==> src/rtl/timer_unit_pkg.sv <==
package timer_unit_pkg;

    localparam int CTL_EN   = 0;
    localparam int CTL_RS   = 1;
    localparam int CTL_LD   = 2;
    localparam int CTL_IE   = 3;
    localparam int CTL_PEND = 4;
    localparam int CTL_W    = 5;

    typedef enum logic {
        CH_IDLE = 1'b0,
        CH_RUN  = 1'b1
    } ch_state_e;

    typedef enum logic [1:0] {
        RG_COUNT  = 2'd0,
        RG_RELOAD = 2'd1,
        RG_CTRL   = 2'd2,
        RG_NONE   = 2'd3
    } reg_sel_e;

endpackage

==> src/rtl/tu_prescaler.sv <==
module tu_prescaler #(
    parameter int SCALER_W = 16
) (
    input  logic                clk,
    input  logic                rst_n,
    input  logic                wr_val,
    input  logic                wr_rld,
    input  logic [SCALER_W-1:0] wdata,
    output logic [SCALER_W-1:0] val_o,
    output logic [SCALER_W-1:0] rld_o,
    output logic                tick_o
);

    logic [SCALER_W-1:0] val_q;
    logic [SCALER_W-1:0] rld_q;

    assign tick_o = (val_q == '0);
    assign val_o  = val_q;
    assign rld_o  = rld_q;

    always_ff @(posedge clk) begin
        if (!rst_n) begin
            val_q <= '0;
            rld_q <= '0;
        end else begin
            if (wr_rld) begin
                rld_q <= wdata;
            end
            if (wr_val) begin
                val_q <= wdata;
            end else if (tick_o) begin
                val_q <= rld_q;
            end else begin
                val_q <= val_q - SCALER_W'(1);
            end
        end
    end

    // between ticks the value steps down by one per clock
    p_count_down_r3: assert property (@(posedge clk) disable iff (!rst_n)
        (!wr_val && !tick_o) |=> (val_q == $past(val_q) - SCALER_W'(1)));

    // a tick is followed by the reload value
    p_wrap_reload_r3: assert property (@(posedge clk) disable iff (!rst_n)
        (!wr_val && !wr_rld && tick_o) |=> (val_q == $past(rld_q)));

endmodule

==> src/rtl/tu_addr_decode.sv <==
module tu_addr_decode
    import timer_unit_pkg::*;
#(
    parameter int ADDR_W = 8,
    parameter int NUM_CH = 3,
    parameter int IDX_W  = 2
) (
    input  logic [ADDR_W-1:0] addr,
    output logic              unit_hit,
    output logic              ch_hit,
    output logic [IDX_W-1:0]  ch_idx,
    output reg_sel_e          reg_sel
);

    localparam int WIN_W = ADDR_W - 4;

    logic [WIN_W-1:0] win;
    logic             aligned;
    logic             reg_ok;

    assign win     = addr[ADDR_W-1:4];
    assign aligned = (addr[1:0] == 2'b00);
    assign reg_sel = reg_sel_e'(addr[3:2]);
    assign reg_ok  = (reg_sel != RG_NONE);

    assign unit_hit = aligned && reg_ok && (win == '0);
    assign ch_hit   = aligned && reg_ok && (win != '0) && (win <= WIN_W'(NUM_CH));
    assign ch_idx   = IDX_W'(win - WIN_W'(1));

    // a window cannot be both the unit and a channel
    always_comb begin
        a_one_target_r11: assert (!(unit_hit && ch_hit));
    end

endmodule

==> src/rtl/tu_channel.sv <==
module tu_channel
    import timer_unit_pkg::*;
#(
    parameter int DATA_W = 32
) (
    input  logic              clk,
    input  logic              rst_n,
    input  logic              tick,
    input  logic              wr_cnt,
    input  logic              wr_rld,
    input  logic              wr_ctl,
    input  logic [DATA_W-1:0] wdata,
    output logic [DATA_W-1:0] cnt_o,
    output logic [DATA_W-1:0] rld_o,
    output logic [CTL_W-1:0]  ctl_o,
    output logic              irq_o
);

    ch_state_e         state_q;
    ch_state_e         state_d;
    logic [DATA_W-1:0] cnt_q;
    logic [DATA_W-1:0] rld_q;
    logic              en_q;
    logic              rs_q;
    logic              ie_q;
    logic              pend_q;
    logic              irq_q;
    logic              bus_touch;
    logic              underflow;

    assign bus_touch = wr_cnt || wr_ctl;
    assign underflow = (state_q == CH_RUN) && tick && (cnt_q == '0) && !bus_touch;

    // state register
    always_ff @(posedge clk) begin
        if (!rst_n) begin
            state_q <= CH_IDLE;
        end else begin
            state_q <= state_d;
        end
    end

    // next state
    always_comb begin
        state_d = state_q;
        unique case (state_q)
            CH_IDLE: begin
                if (wr_ctl && wdata[CTL_EN]) begin
                    state_d = CH_RUN;
                end else if (wr_cnt && en_q) begin
                    state_d = CH_RUN;
                end
            end
            CH_RUN: begin
                if (wr_ctl && !wdata[CTL_EN]) begin
                    state_d = CH_IDLE;
                end else if (underflow && !rs_q) begin
                    state_d = CH_IDLE;
                end
            end
            default: state_d = CH_IDLE;
        endcase
    end

    // datapath and outputs
    always_ff @(posedge clk) begin
        if (!rst_n) begin
            cnt_q  <= '0;
            rld_q  <= '0;
            en_q   <= 1'b0;
            rs_q   <= 1'b0;
            ie_q   <= 1'b0;
            pend_q <= 1'b0;
            irq_q  <= 1'b0;
        end else begin
            if (wr_rld) begin
                rld_q <= wdata;
            end

            if (wr_ctl && wdata[CTL_LD]) begin
                cnt_q <= rld_q;
            end else if (wr_cnt) begin
                cnt_q <= wdata;
            end else if (underflow) begin
                cnt_q <= rs_q ? rld_q : '1;
            end else if (state_q == CH_RUN && tick) begin
                cnt_q <= cnt_q - DATA_W'(1);
            end

            if (wr_ctl) begin
                en_q   <= wdata[CTL_EN];
                rs_q   <= wdata[CTL_RS];
                ie_q   <= wdata[CTL_IE];
                pend_q <= wdata[CTL_PEND] ? 1'b0 : pend_q;
            end else if (underflow && ie_q) begin
                pend_q <= 1'b1;
            end

            irq_q <= underflow && ie_q;
        end
    end

    assign cnt_o = cnt_q;
    assign rld_o = rld_q;
    assign ctl_o = {pend_q, ie_q, 1'b0, rs_q, en_q};
    assign irq_o = irq_q;

    // an interrupt pulse is always accompanied by a set pending flag
    p_irq_pending_r5: assert property (@(posedge clk) disable iff (!rst_n)
        irq_q |-> pend_q);

    // an idle channel with no bus access keeps its count
    p_idle_frozen_r6: assert property (@(posedge clk) disable iff (!rst_n)
        (state_q == CH_IDLE && !wr_cnt && !wr_ctl) |=> $stable(cnt_q));

    // firing without restart parks the count at all-ones and idles
    p_park_ones_r6: assert property (@(posedge clk) disable iff (!rst_n)
        (state_q == CH_RUN && tick && cnt_q == '0 && !wr_cnt && !wr_ctl && !rs_q)
        |=> (cnt_q == '1 && state_q == CH_IDLE));

    // running implies enabled
    p_run_enabled_r12: assert property (@(posedge clk) disable iff (!rst_n)
        (state_q == CH_RUN) |-> en_q);

endmodule

==> src/rtl/tick_timer_unit.sv <==
module tick_timer_unit
    import timer_unit_pkg::*;
#(
    parameter int NUM_CH   = 3,
    parameter int BASE_IRQ = 8,
    parameter int SCALER_W = 16,
    parameter int DATA_W   = 32,
    parameter int ADDR_W   = 8
) (
    input  logic              clk,
    input  logic              rst_n,
    input  logic              bus_wr,
    input  logic [ADDR_W-1:0] bus_addr,
    input  logic [DATA_W-1:0] bus_wdata,
    output logic [DATA_W-1:0] bus_rdata,
    output logic [NUM_CH-1:0] irq_o
);

    localparam int IDX_W = (NUM_CH > 1) ? $clog2(NUM_CH) : 1;
    localparam logic [DATA_W-1:0] UNIT_ID =
        DATA_W'({1'b1, 1'b1, 5'(BASE_IRQ), 3'(NUM_CH)});

    logic              unit_hit;
    logic              ch_hit;
    logic [IDX_W-1:0]  ch_idx;
    reg_sel_e          reg_sel;
    logic              tick;
    logic [SCALER_W-1:0] ps_val;
    logic [SCALER_W-1:0] ps_rld;

    logic [DATA_W-1:0] ch_cnt [NUM_CH];
    logic [DATA_W-1:0] ch_rld [NUM_CH];
    logic [CTL_W-1:0]  ch_ctl [NUM_CH];

    tu_addr_decode #(
        .ADDR_W (ADDR_W),
        .NUM_CH (NUM_CH),
        .IDX_W  (IDX_W)
    ) u_decode (
        .addr     (bus_addr),
        .unit_hit (unit_hit),
        .ch_hit   (ch_hit),
        .ch_idx   (ch_idx),
        .reg_sel  (reg_sel)
    );

    tu_prescaler #(
        .SCALER_W (SCALER_W)
    ) u_prescaler (
        .clk    (clk),
        .rst_n  (rst_n),
        .wr_val (bus_wr && unit_hit && reg_sel == RG_COUNT),
        .wr_rld (bus_wr && unit_hit && reg_sel == RG_RELOAD),
        .wdata  (bus_wdata[SCALER_W-1:0]),
        .val_o  (ps_val),
        .rld_o  (ps_rld),
        .tick_o (tick)
    );

    for (genvar i = 0; i < NUM_CH; i++) begin : g_ch
        logic sel;
        assign sel = bus_wr && ch_hit && (ch_idx == IDX_W'(i));

        tu_channel #(
            .DATA_W (DATA_W)
        ) u_ch (
            .clk    (clk),
            .rst_n  (rst_n),
            .tick   (tick),
            .wr_cnt (sel && reg_sel == RG_COUNT),
            .wr_rld (sel && reg_sel == RG_RELOAD),
            .wr_ctl (sel && reg_sel == RG_CTRL),
            .wdata  (bus_wdata),
            .cnt_o  (ch_cnt[i]),
            .rld_o  (ch_rld[i]),
            .ctl_o  (ch_ctl[i]),
            .irq_o  (irq_o[i])
        );
    end

    always_comb begin
        bus_rdata = '0;
        if (unit_hit) begin
            unique case (reg_sel)
                RG_COUNT:  bus_rdata = DATA_W'(ps_val);
                RG_RELOAD: bus_rdata = DATA_W'(ps_rld);
                RG_CTRL:   bus_rdata = UNIT_ID;
                default:   bus_rdata = '0;
            endcase
        end else if (ch_hit) begin
            for (int i = 0; i < NUM_CH; i++) begin
                if (ch_idx == IDX_W'(i)) begin
                    unique case (reg_sel)
                        RG_COUNT:  bus_rdata = ch_cnt[i];
                        RG_RELOAD: bus_rdata = ch_rld[i];
                        RG_CTRL:   bus_rdata = DATA_W'(ch_ctl[i]);
                        default:   bus_rdata = '0;
                    endcase
                end
            end
        end
    end

    // anything outside the map reads as zero
    p_unmapped_zero_r11: assert property (@(posedge clk) disable iff (!rst_n)
        (!unit_hit && !ch_hit) |-> (bus_rdata == '0));

    // the identification word never changes
    p_id_fixed_r10: assert property (@(posedge clk) disable iff (!rst_n)
        (unit_hit && reg_sel == RG_CTRL) |-> (bus_rdata == UNIT_ID));

    // prescaler readback never shows bits above the prescaler width
    p_scaler_narrow_r2: assert property (@(posedge clk) disable iff (!rst_n)
        (unit_hit && reg_sel != RG_CTRL) |-> (bus_rdata[DATA_W-1:SCALER_W] == '0));

endmodule

==> config.mk <==
export PLATFORM = sky130hd
export DESIGN_NAME = tick_timer_unit
export DESIGN_NICKNAME = d
export VERILOG_FILES = /design/src/rtl/timer_unit_pkg.sv /design/src/rtl/tu_prescaler.sv /design/src/rtl/tu_addr_decode.sv /design/src/rtl/tu_channel.sv /design/src/rtl/tick_timer_unit.sv
export SDC_FILE = /design/constraint.sdc
export NUM_CORES = 1
export LEC_CHECK = 0
export BUFFER_PORTS_ARGS = -buffer_cell sky130_fd_sc_hd__buf_2
export CAP_MARGIN = 20
export CELL_PAD_IN_SITES_DETAIL_PLACEMENT = 1
export CELL_PAD_IN_SITES_GLOBAL_PLACEMENT = 2
export CORE_ASPECT_RATIO = 0.5
export CORE_MARGIN = 2
export CORE_UTILIZATION = 37
export DETAILED_ROUTE_END_ITERATION = 8
export HOLD_SLACK_MARGIN = 0.12
export PLACE_DENSITY_LB_ADDON = 0.1
export SLEW_MARGIN = 20
export SYNTH_ARGS = -nofsm -noshare
export SYNTH_HDL_FRONTEND = slang
export SYNTH_SLANG_ARGS = --single-unit
export TNS_END_PERCENT = 5
==> constraint.sdc <==
create_clock -name clk -period 4.15 [get_ports clk]
set_clock_uncertainty 0.15 [all_clocks]
set_input_delay 0.83 -clock clk [delete_from_list [all_inputs] [get_ports clk]]
set_output_delay 0.83 -clock clk [all_outputs]
set_load 0.01 [all_outputs]
==> reports/results.ini <==
[floorplan]
pin_count = 78
die_y_um = 150
rows = 53
start_util_pct = 37.6
design.core.area_um2 = 42000
die_area_um2 = 44400
die_w_um = 296

[setup_path]
cp.arrival_ns = 2.91
critPathCaptureType = output pin
crit_required_ns = 3.17
crit_type = in -> out
path_max_fanout = 17
critical_path.startpoint_type = input pin

[sta]
fmax_mhz = 257
relSlewSlack_pct = 30.0
period_minus_slack_ns = 3.89
fin_crit_sh_pct = 93.7
setup_slack_ns = 0.260
hold_viol = 0
setup_tns_ns = 0
tightest_slew_ns = 1.04
slew_violations = 0
rsz0062_at_grt = no
setup_viol = 0

[cells_and_area]
drive_gt1_share_pct = 15.6
fin_nets = 2203
most-common-layout-cells = 334 x nand2_1, 242 x dfxtp_1, 205 x a21oi_1
final_common_cell = nand2_1
syn2layout_area_growth_pct = 15.5

[detailed_routing]
drtIter0Drc = 2184
drt-total-wl_um = 83900
vias = 17766
ant_nets = 0
vias_per_cell = 6.45
post_drt_wl_per_cell_um = 30.5
post-route-drc-count = 0
firstDrtPassIters = 5

[clock_tree]
cts_tree = built
cts_hold_buf = 0
clock-root-buffer = clkbuf_16
htreeDepth = 1
clk_path_buf_depth = 3
cts.sinks = 242
insertion_delay_ns = 0.58
cts_resized = 0
post_cts_buffers = 0
cts_made_buffers = 26
cts.clk_slew.worst_paths_ns = 0.07

[pwr]
combPwrFrac_pct = 19.2
power.share.clock_pct = 43.0
swShare_pct = 31.1
peakVddDrop_mv = 0.300
p_seq_share_pct = 37.9
internal_power_mw = 4.50
p_leak_nw = 7.02
p_switching_mw = 2.03
power_density_nw_per_um2 = 358

[yosys]
synth_area_leader_cell = dfxtp_1
synth_edf_count = 0
synth_top_area_share_pct = 30.7
syn_inst = 2112
synth_seq_cells = 242
async_flop_share_pct = 0
netlist_area_um2 = 15800
ys_seq_area_share_pct = 30.7
synthFlopType = dfxtp_1
syn_nets = 2160
yosysWarnings = 0
ys_types = 85
syn_area_per_cell_um2 = 7.46
synth.area.top_cells = dfxtp_1 31%, nand2_1 8.0%, a21oi_1 6.5%

[job]
maxCapViolations = 0

[grt]
grt_pass1_vias = 16596
grt_pass1_wl_um = 121000
gr-total-overflow = 0
grt_use_total_pct = 37.5
grt_max_degree = 42
antenna_found_initial = 6

[placement]
gp_congestion = 1.01
hpwlAfterDp_um = 62700
portBuffers = 77
pre_cts_slack_ns = 0.332

[run_status]
status = complete, no violations

[min_path]
min_path_type = reg -> reg

==> power by group through the flow <==
stage	combinational, mW	sequential, mW	clock [mW]
after floorplan	0.819	2.48	0
after global placement	1.22	2.52	0
after detailed placement	1.22	2.52	0
after CTS	1.23	2.47	2.82
after global routing	1.36	2.48	2.92
final	1.25	2.47	2.80
==> logic make-up (layout without fill, tap and decap cells) <==
group / count (synthesis) / count (layout) / share of synthesized area [%]
flip-flops: 242 / 242 / 30.7
AND/OR/NAND/NOR: 882 / 882 / 26.8
AO/OA/AOI/OAI: 590 / 590 / 24.5
other: 0 / 3 / 0
buffers and inverters: 208 / 271 / 5.24
multiplexers: 114 / 114 / 8.37
XOR/XNOR: 71 / 71 / 3.94
adder cells (fa/ha/maj): 5 / 5 / 0.397
==> area by class of cell <==
class                      instances  area [um2]
tap                              577         722
clock inverter                    10         178
clock buffer                      38         807
antenna                            3        7.51
timing repair buffer             205        1430
inverter                          18        72.6
multi-input combinational       1662       10100
fill                            5055       23800
sequential                       242        4840
==> stage by stage <==
step	area (um2)	cells	hold WS, ns	power, mW	util (%)
after CTS	18200	2752	0.327	6.52	43.3
after global routing	18200	2752	0.353	6.76	43.3
final	18200	2755	0.328	6.52	43.4
after floorplan	15800	2112	0.286	3.30	-
after global placement	17200	2704	0.306	3.73	41.0
after detailed placement	17200	2704	0.316	3.74	41.0
==> Yosys cell counts (all sizes together), types with 15 or more instances <==
master,n
a211oi,32
inv,17
nor3,73
nand4,29
nand3,49
o22ai,27
clkbuf,162
a21oi,205
o21ai,90
and3,15
a22o,15
nand2,334
buf,28
or4,30
o211ai,31
xnor2,32
a31oi,23
nor2,206
mux2i,70
mux2,33
a22oi,18
dfxtp,242
nor4,49
o221ai,50
xor2,39
==> path summary, 6_finish.rpt <==
kind                            end  slack [ns]                  start  cells past startpoint
max                   bus_rdata[30]        0.26            bus_addr[7]                      6
min reg2reg       g_ch[0].u_ch.en_q        0.33      g_ch[0].u_ch.en_q                      2
min               g_ch[0].u_ch.en_q        0.33      g_ch[0].u_ch.en_q                      2
max reg2reg  g_ch[1].u_ch.cnt_o[28]        0.53  g_ch[1].u_ch.cnt_o[7]                      7
==> metal layers <==
| layer | global-route usage [%] | share of wire (%) |
|---|---|---|
| met3 | 14.6 | 13 |
| met5 | 0 | 0 |
| met4 | 10.1 | 2.9 |
| met2 | 49.0 | 37 |
| met1 | 55.5 | 47 |
==> flip-flops by register name, summed over array words and instances, names as in the netlist, 16 cells and up <==
signal,count
g_ch.u_ch.rld_o,96
u_prescaler.val_o,16
g_ch.u_ch.cnt_o,96
u_prescaler.rld_o,16
==> worst max-delay path: stages <==
cell and delay, ns:
buf_2 0.11, or4_1 0.53, buf_4 0.20, or3_1 0.69, a211oi_1 0.35, buf_2 0.19
Power figures use the tool's default switching activity.
